File: src/rtl/stk_seq_pkg.sv
package stk_seq_pkg;
  localparam int LEN_W = 3;

  typedef enum logic [2:0] {
    CLS_PUSH  = 3'd0,
    CLS_POP   = 3'd1,
    CLS_CALL  = 3'd2,
    CLS_CALLC = 3'd3,
    CLS_RET   = 3'd4,
    CLS_RETC  = 3'd5,
    CLS_RST   = 3'd6,
    CLS_XSP   = 3'd7
  } op_cls_e;

  typedef enum logic [2:0] {
    MC_NONE    = 3'd0,
    MC_FETCH   = 3'd1,
    MC_ARG_LO  = 3'd2,
    MC_ARG_HI  = 3'd3,
    MC_POP_LO  = 3'd4,
    MC_POP_HI  = 3'd5,
    MC_PUSH_HI = 3'd6,
    MC_PUSH_LO = 3'd7
  } mc_kind_e;

  typedef struct packed {
    mc_kind_e         kind;
    logic [LEN_W-1:0] len;
    logic             last;
    logic             pre_dec;
    logic             post_inc;
  } step_t;

  function automatic step_t mk_step(mc_kind_e k, int l, logic lst, logic dec, logic inc);
    step_t s;
    s.kind     = k;
    s.len      = LEN_W'(l);
    s.last     = lst;
    s.pre_dec  = dec;
    s.post_inc = inc;
    return s;
  endfunction
endpackage

File: src/rtl/stk_step_rom.sv
module stk_step_rom
  import stk_seq_pkg::*;
#(
  parameter int STEP_W = 3
) (
  input  op_cls_e           cls,
  input  logic              cond,
  input  logic [STEP_W-1:0] step,
  output step_t             row
);
  step_t idle_row;
  assign idle_row = mk_step(MC_NONE, 0, 1'b1, 1'b0, 1'b0);

  always_comb begin
    row = idle_row;
    unique case (cls)
      CLS_PUSH, CLS_RST: begin
        case (step)
          STEP_W'(0): row = mk_step(MC_FETCH,   5, 1'b0, 1'b0, 1'b0);
          STEP_W'(1): row = mk_step(MC_PUSH_HI, 3, 1'b0, 1'b1, 1'b0);
          STEP_W'(2): row = mk_step(MC_PUSH_LO, 3, 1'b1, 1'b1, 1'b0);
          default:    row = idle_row;
        endcase
      end
      CLS_POP, CLS_RET, CLS_RETC: begin
        case (step)
          STEP_W'(0): row = (cls == CLS_RETC)
                            ? mk_step(MC_FETCH, 5, !cond, 1'b0, 1'b0)
                            : mk_step(MC_FETCH, 4, 1'b0,  1'b0, 1'b0);
          STEP_W'(1): row = mk_step(MC_POP_LO, 3, 1'b0, 1'b0, 1'b1);
          STEP_W'(2): row = mk_step(MC_POP_HI, 3, 1'b1, 1'b0, 1'b1);
          default:    row = idle_row;
        endcase
      end
      CLS_CALL, CLS_CALLC: begin
        if (cls == CLS_CALL || cond) begin
          case (step)
            STEP_W'(0): row = mk_step(MC_FETCH,   4, 1'b0, 1'b0, 1'b0);
            STEP_W'(1): row = mk_step(MC_ARG_LO,  3, 1'b0, 1'b0, 1'b0);
            STEP_W'(2): row = mk_step(MC_ARG_HI,  4, 1'b0, 1'b0, 1'b0);
            STEP_W'(3): row = mk_step(MC_PUSH_HI, 3, 1'b0, 1'b1, 1'b0);
            STEP_W'(4): row = mk_step(MC_PUSH_LO, 3, 1'b1, 1'b1, 1'b0);
            default:    row = idle_row;
          endcase
        end else begin
          case (step)
            STEP_W'(0): row = mk_step(MC_FETCH,  4, 1'b0, 1'b0, 1'b0);
            STEP_W'(1): row = mk_step(MC_ARG_LO, 3, 1'b0, 1'b0, 1'b0);
            STEP_W'(2): row = mk_step(MC_ARG_HI, 3, 1'b1, 1'b0, 1'b0);
            default:    row = idle_row;
          endcase
        end
      end
      CLS_XSP: begin
        case (step)
          STEP_W'(0): row = mk_step(MC_FETCH,   4, 1'b0, 1'b0, 1'b0);
          STEP_W'(1): row = mk_step(MC_POP_LO,  3, 1'b0, 1'b0, 1'b1);
          STEP_W'(2): row = mk_step(MC_POP_HI,  4, 1'b0, 1'b0, 1'b0);
          STEP_W'(3): row = mk_step(MC_PUSH_HI, 3, 1'b0, 1'b0, 1'b0);
          STEP_W'(4): row = mk_step(MC_PUSH_LO, 5, 1'b1, 1'b1, 1'b0);
          default:    row = idle_row;
        endcase
      end
      default: row = idle_row;
    endcase
  end
endmodule

File: src/rtl/stk_tcount.sv
module stk_tcount #(
  parameter int W = 3
) (
  input  logic         clk,
  input  logic         rst_n,
  input  logic         load,
  input  logic         busy,
  input  logic         cyc_end,
  input  logic         run_end,
  output logic [W-1:0] tcnt
);
  always_ff @(posedge clk) begin
    if (!rst_n)                tcnt <= '0;
    else if (load)             tcnt <= W'(1);
    else if (busy && run_end)  tcnt <= '0;
    else if (busy && cyc_end)  tcnt <= W'(1);
    else if (busy)             tcnt <= tcnt + W'(1);
  end

  // a running sequence always sits on a real T-state
  a_r2_tstate_nonzero: assert property (@(posedge clk) disable iff (!rst_n)
    busy |-> (tcnt != '0));
endmodule

File: src/rtl/stk_sp_strobe.sv
module stk_sp_strobe (
  input  logic clk,
  input  logic rst_n,
  input  logic first_t,
  input  logic last_t,
  input  logic pre_dec,
  input  logic post_inc,
  output logic sp_inc,
  output logic sp_dec
);
  assign sp_dec = first_t & pre_dec;
  assign sp_inc = last_t & post_inc;

  // the two pointer strobes never meet in one T-state
  a_r10_inc_dec_apart: assert property (@(posedge clk) disable iff (!rst_n)
    !(sp_inc && sp_dec));
endmodule

File: src/rtl/stk_seq_top.sv
module stk_seq_top
  import stk_seq_pkg::*;
#(
  parameter int STEP_W = 3,
  parameter int CNT_W  = LEN_W
) (
  input  logic       clk,
  input  logic       rst_n,
  input  logic       start,
  input  logic [2:0] op_class,
  input  logic       cond_true,
  output logic [2:0] cyc_type,
  output logic [2:0] cyc_len,
  output logic       cyc_start,
  output logic       sp_inc,
  output logic       sp_dec,
  output logic       done
);
  logic              busy;
  op_cls_e           cls_q;
  logic              cond_q;
  logic [STEP_W-1:0] step_q;
  logic              done_q;
  logic [CNT_W-1:0]  tcnt;
  step_t             row;
  logic              accept, first_t, last_t;

  assign accept  = start && !busy;
  assign first_t = busy && (tcnt == CNT_W'(1));
  assign last_t  = busy && (tcnt == CNT_W'(row.len));

  stk_step_rom #(.STEP_W(STEP_W)) u_rom (
    .cls (cls_q),
    .cond(cond_q),
    .step(step_q),
    .row (row)
  );

  stk_tcount #(.W(CNT_W)) u_tcnt (
    .clk    (clk),
    .rst_n  (rst_n),
    .load   (accept),
    .busy   (busy),
    .cyc_end(last_t),
    .run_end(last_t && row.last),
    .tcnt   (tcnt)
  );

  stk_sp_strobe u_sp (
    .clk     (clk),
    .rst_n   (rst_n),
    .first_t (first_t),
    .last_t  (last_t),
    .pre_dec (row.pre_dec),
    .post_inc(row.post_inc),
    .sp_inc  (sp_inc),
    .sp_dec  (sp_dec)
  );

  always_ff @(posedge clk) begin
    if (!rst_n) begin
      busy   <= 1'b0;
      cls_q  <= CLS_PUSH;
      cond_q <= 1'b0;
      step_q <= '0;
      done_q <= 1'b0;
    end else begin
      done_q <= 1'b0;
      if (accept) begin
        busy   <= 1'b1;
        cls_q  <= op_cls_e'(op_class);
        cond_q <= cond_true;
        step_q <= '0;
      end else if (last_t) begin
        if (row.last) begin
          busy   <= 1'b0;
          done_q <= 1'b1;
        end else begin
          step_q <= step_q + STEP_W'(1);
        end
      end
    end
  end

  assign cyc_type  = busy ? row.kind : MC_NONE;
  assign cyc_len   = busy ? row.len : '0;
  assign cyc_start = first_t;
  assign done      = done_q;

  // done lasts a single clock
  a_r11_done_single: assert property (@(posedge clk) disable iff (!rst_n)
    done |=> !done);
  // done only follows a clock that showed a machine cycle
  a_r11_done_after_cycle: assert property (@(posedge clk) disable iff (!rst_n)
    $rose(done) |-> ($past(cyc_type) != 3'd0));
  // a start during a run leaves the captured class untouched
  a_r12_class_held: assert property (@(posedge clk) disable iff (!rst_n)
    (busy && start) |=> $stable(cls_q));
  // the cycle kind holds until the last T-state
  a_r2_kind_steady: assert property (@(posedge clk) disable iff (!rst_n)
    (busy && !last_t) |=> $stable(cyc_type));
  // cyc_start is never seen outside a machine cycle
  a_r2_start_in_cycle: assert property (@(posedge clk) disable iff (!rst_n)
    cyc_start |-> (cyc_type != 3'd0));
endmodule

File: config.mk
export PLATFORM = sky130hd
export DESIGN_NAME = stk_seq_top
export DESIGN_NICKNAME = d
export VERILOG_FILES = /design/src/rtl/stk_seq_pkg.sv /design/src/rtl/stk_step_rom.sv /design/src/rtl/stk_tcount.sv /design/src/rtl/stk_sp_strobe.sv /design/src/rtl/stk_seq_top.sv
export SDC_FILE = /design/constraint.sdc
export NUM_CORES = 1
export LEC_CHECK = 0
export BUFFER_PORTS_ARGS = -buffer_cell sky130_fd_sc_hd__buf_2
export CORE_UTILIZATION = 57
export DETAILED_ROUTE_END_ITERATION = 8
export PLACE_DENSITY = 0.79
export SYNTH_ARGS = -nofsm -noshare
export SYNTH_HDL_FRONTEND = slang
export SYNTH_SLANG_ARGS = --single-unit
File: constraint.sdc
create_clock -name clk -period 2.75 [get_ports clk]
set_input_delay 0.55 -clock clk [delete_from_list [all_inputs] [get_ports clk]]
set_output_delay 0.55 -clock clk [all_outputs]
set_load 0.1 [all_outputs]
### Word level (Yosys, flattened, before mapping)

Index checks and enable logic that the tools add are counted.

* register bits after elaboration: 12
* bits of input ports: 7

* muxes and demuxes: 18
* equality and inequality tests: 13
* reduce and logical (&&, ||, !) cells: 22
* add/sub/neg operators: 2
* bitwise logic cells: 5

Operators with widths (number)
* 9-bit case mux with 5 select lines: 2
* 9-bit case mux with 3 select lines: 2
* 9-bit case mux with 4 select lines: 1
* 8-bit case mux with 3 select lines: 1
* 3-bit == test, second input constant: 5
* 3-bit by 2-bit == test with 1-bit output, second input constant: 4
* 3-bit by 1-bit == test with 1-bit output, second input constant: 3
* 9-bit 2-to-1 mux: 1
* 1-bit 2-to-1 mux: 8
* 3-bit by 1-bit adder with 3-bit output, second input constant: 2
* 1-bit logical AND: 6
* 3-bit logical NOT: 2
* 3-bit 2-to-1 mux: 2
* 2-bit OR reduction: 3
* 3-bit OR reduction: 2
* 4-bit 2-to-1 mux: 1
* 2-bit AND reduction: 2
* 2-bit nonzero test: 2
* 4-bit nonzero test: 1
* 4-bit OR reduction: 1
* 3-bit == test: 1
* 1-bit inverter: 3
* 1-bit AND: 2
* 1-bit logical NOT: 2
* 1-bit logical OR: 1

### Logic depth before layout (Yosys ltp)

* depth after elaboration: 10
* mapped depth: 9

### Modules after synthesis

Synthesis repeated with hierarchy kept, for this count alone.

* cell total of the unflattened synthesis: 156
* area, all modules: 1211.2 µm²

By module, submodules not included
* stk_step_rom: area an instance 550.5 µm², instances 1, sequential area each 0.0 µm², cells an instance 84
* stk_seq_top: area an instance 504.2 µm², instances 1, sequential area each 180.2 µm², cells an instance 55
* stk_tcount: area an instance 143.9 µm², instances 1, sequential area each 60.1 µm², cells an instance 15
* stk_sp_strobe: area an instance 12.5 µm², instances 1, sequential area each 0.0 µm², cells an instance 2

### Least setup slack after synthesis

OpenSTA, ideal clock, no wires.

* kind: register to output
* from: register step_q[0]
* to: output sp_inc
* arrival: 3.886 ns
* path slack: -1.686 ns
* required time: 2.200 ns
* cell stages (with the launch flop): 10
* path through: dfxtp_1 inv_1 ha_1 buf_2 a21o_4 o21ai_1 a21oi_1 or3_4 a21o_1 nor3_1

* longest elaborated chain between the ends: 7

RTL lines
* start, declared: RTL line stk_seq_top.sv:22 `logic [STEP_W-1:0] step_q;`
* start signal, assigned: RTL line stk_seq_top.sv:79 `step_q <= step_q + STEP_W'(1);`
* 3-bit == test (tied with other cells): RTL line stk_step_rom.sv:37, stk_step_rom.sv:55
* 9-bit case mux with 5 select lines / 8-bit case mux with 3 select lines (equally long branches): RTL line stk_step_rom.sv:37, stk_step_rom.sv:46
* 9-bit 2-to-1 mux: RTL line stk_step_rom.sv:36 `if (cls == CLS_CALL || cond) begin`
* 9-bit case mux with 4 select lines (*): RTL line stk_step_rom.sv:16 `unique case (cls)`
* 3-bit == test: RTL line stk_seq_top.sv:30 `assign last_t = busy && (tcnt == CNT_W'(row.len));`
* 1-bit logical AND: RTL line stk_seq_top.sv:30
* 1-bit AND (*): RTL line stk_sp_strobe.sv:12 `assign sp_inc = last_t & post_inc;`
* end, declared: RTL line stk_seq_top.sv:15 `output logic sp_inc,`

Every way passes the cells marked *; elsewhere a longest branch is shown, timed or not.

### Worst setup path in the final report

* from: register step_q[2]
* to: output sp_inc

Same word-level chain as after synthesis.

==> metrics.md <==
| Metric | Value |
|---|---|
| DR WL/cell | `roughly 25 um` |
| Slew Viols, Final | `0` |
| Met3 Resource Use GR | `between 6 and 7%` |
| Final WS setup | `-0.431 ns` |
| Yosys reg bits | `12` |
| Die Ht | `a little under 50 um` |
| Sequential share of the synthesized area | `18.7%` |
| WL final | `about 5600 um` |
| Hpwl dp | `about 2600 um` |
| Crit path buffers/inverters | `4` |
| Post-Place Cells | `approximately 210` |
| CTS tree | `done` |
| Final min period | `around 3.2 ns` |
| First-pass GRT wire length | `about 7600 um` |
| EDFF count, synth | `0` |
| Peak VDD IR | `0.000395 V` |
| Mux cell area share after synthesis | `approximately 4.7%` |
| CP max stage delay | `approximately 0.40 ns` |
| Crit-path max FO | `11` |
| Area Growth Syn to Fin | `43.8%` |
| CTS Buffer Depth | `2` |
| Pleak | `0.000708 uW` |
| Largest net degree at the start of global routing | `17` |
| TritonRoute pass-1 iters | `7` |
| Initial Util | `about 63%` |
| Final instance area | `between 1500 and 2000 um^2` |
| Setup crit end kind | `output pin` |
| Diodes inserted | `0` |
| Clock sink total | `12` |
| XOR/XNOR Fraction of Synth Area | `under 10%` |
| Tcrit/Tclk final | `116%` |
| CTS buffer count | `3` |
| Hold_buf cts | `0` |
| Worst path required time | `roughly 2.2 ns` |
| Cell Area, Synth | `~1300 um^2` |
| Most frequent CP cell | `buf_4` |
| Port Buffers | `16` |
| Worst-margin pin slew | `~0.73 ns` |
| Unrepaired setup endpoints after global routing | `true` |
| Grt ovf | `0` |
| Root Driver | `clkbuf_4` |
| Layout cells sized above 1 | `a little under half` |
| Final Hold Fails | `0` |
| Final Non-Filler Cells | `223` |
| Worst Hold Class | `in -> reg` |
| Initial antenna violation count | `0` |
| Vias per cell | `7.63` |
| CP max stage cell | `dfxtp_1` |
| Post-synth top flop | `dfxtp_1` |
| Vias in the first global route | `~1.5k` |
| Drt drc | `0` |
| Critical Path Source Type | `register` |
| Warnings from Yosys | `0` |
| Fill cell count | `between 70 and 80` |
| Max Clock Freq | `314 MHz` |
| I/O pin total | `17` |
| Final setup viols | `6` |
| Cell count after synthesis | `160` |
| Main area contributors after synthesis | `dfxtp_1 19%, ha_1 6.8%, nor2b_1 4.9%` |
| Worst relative slew slack | `49.8%` |
| Final Util | `about nine tenths` |
| Synthesized area per cell | `about 8.0 um^2` |
| Met1 Resource Use GR | `about half` |
| Clk_lat worst skew | `between 0.2 and 0.3 ns` |
| Synth Area in Compound Gates | `32.9%` |
| Worst hold slack | `0.550 ns` |
| Routed Antenna Nets | `0` |
| Number of placement rows | `16` |
| Count leader, synth | `nand2_1` |
| Die W | `roughly 50 um` |
| Met2 Usage GRT | `a little over two thirds` |
| Status | `finished, violations left` |
| GR peak layer | `met2` |
| Area of the core | `between 2000 and 2500 um^2` |
| Main combinational cell family by area after synthesis | `compound AO/OA/AOI/OAI gates` |
| Crit-path cells | `buf_4 > and2b_2 > buf_4 > o211ai_1 > buf_4 > and3_4 > a311oi_4 > nor3_4 > buf_12` |
| Area share of fa/ha/maj cells after synthesis | `around 6.8%` |
| Crit path max-delay family | `buffers and inverters` |
| Via Count | `1,702` |
| Placed inst area | `~1500 um^2` |
| Nets@finish | `about 210` |
| Pwr Density | `slightly above 300 nW/um^2` |
| Clock Pin Slew Worst Setup and Hold Paths | `~0.090 ns` |
| RD Place Congestion | `a little under 1` |
| GRT Util Overall | `between 40% and 50%` |
| Arrival @ worst endpoint | `between 2 and 3 ns` |
| Synth Area in Simple Gates | `around 28%` |
| First DRT Iteration DRCs | `approximately 230` |
| Final setup skew | `roughly 0.0064 ns` |
| Most frequent cells after synthesis | `15 x nand2_1, 12 x dfxtp_1, 11 x nor2_1` |
| Violated checks | `negative setup slack` |
| Synth async-reset ratio | `0%` |
| Post-Syn Nets | `174` |
| Final Power | `approximately 560 uW` |
| H-tree depth | `1` |
| Synth unique cells | `between 50 and 60` |
| Top-area cell type share of the netlist area | `18.7%` |
| Maxcap violations | `0` |
| Critical path class | `reg -> out` |
| Leading area contributor after synthesis | `dfxtp_1` |
| DIE AREA | `2450 um^2` |
## per-stage QoR
stage	TNS (ns)	setup WS, ns
floorplan	-0.906	-0.832
global placement	0	0.00470
detailed placement	-0.0420	-0.0420
CTS	-0.199	-0.153
global route	-1.23	-0.447
finish	-0.917	-0.431
## worst reg2reg max path: cells and delay by family (launching register included)
| family | cells | cell delay, ns |
|---|---|---|
| flip-flops | 1 | 0.40 |
| AO/OA/AOI/OAI | 3 | 0.77 |
| multiplexers | 1 | 0.28 |
| buffers and inverters | 4 | 0.80 |
| AND/OR/NAND/NOR | 2 | 0.51 |
## worst paths after layout
| check | start | endpoint | slack, ns | cells after the start |
|---|---|---|---|---|
| max | step_q[2] | sp_inc | -0.43 | 9 |
| min | cond_true | cond_q | 0.55 | 3 |
| max reg2reg | step_q[2] | step_q[2] | -0.07 | 10 |
| min reg2reg | step_q[2] | step_q[2] | 0.55 | 2 |
## routing by layer
metal | share of wire [%] | vias up
li1 | - | 671
met1 | 34 | 746
met2 | 42 | 198
met3 | 13 | 87
met4 | 10 | 0
met5 | 0 | -
## logic make-up after synthesis
group           Yosys count
compound gates           50
xor+xnor                  2
fa+ha+maj                 7
buf+inv                  17
flops                    12
mux                       6
simple gates             66
## layout by cell type (no fill, tap or decap), drive strengths merged, types with 3 or more instances in the layout
cell,count
nand2,16
a2111oi,3
nor2b,10
nor3,3
mux2i,6
a21o,3
a211oi,3
nand2b,4
dfxtp,12
nor2,11
clkbuf,4
inv,7
and3,3
and2,3
a21oi,8
ha,7
o21ai,9
buf,42
## final cells by class
class | instances | area (um^2) | share of cell area [%]
repair buffers | 42 | 340 | 18.4
clock buffers | 4 | 36.3 | 1.96
inverters | 7 | 26.3 | 1.42
well taps | 27 | 33.8 | 1.83
flip-flops and latches | 12 | 250 | 13.5
multi-input cells | 131 | 1160 | 62.9
## flip-flops by register name (all words and copies together), names as in the netlist
signal,cells
u_tcnt.tcnt,3
step_q,3
cls_q,3
done,1
busy,1
cond_q,1
## repair_timing
action / CTS / global route
setup endpoints to repair: 4 / 6
hold endpoints to repair: 0 / 0
pin swaps: 13 / 3
setup buffers: 6 / 1
gates resized for setup: 33 / 17
## power breakdown
part           switching [uW]  internal (uW)
sequential               21.9            179
clock                    72.6           80.6
combinational             131           76.1
Power figures use the tool's default switching activity.
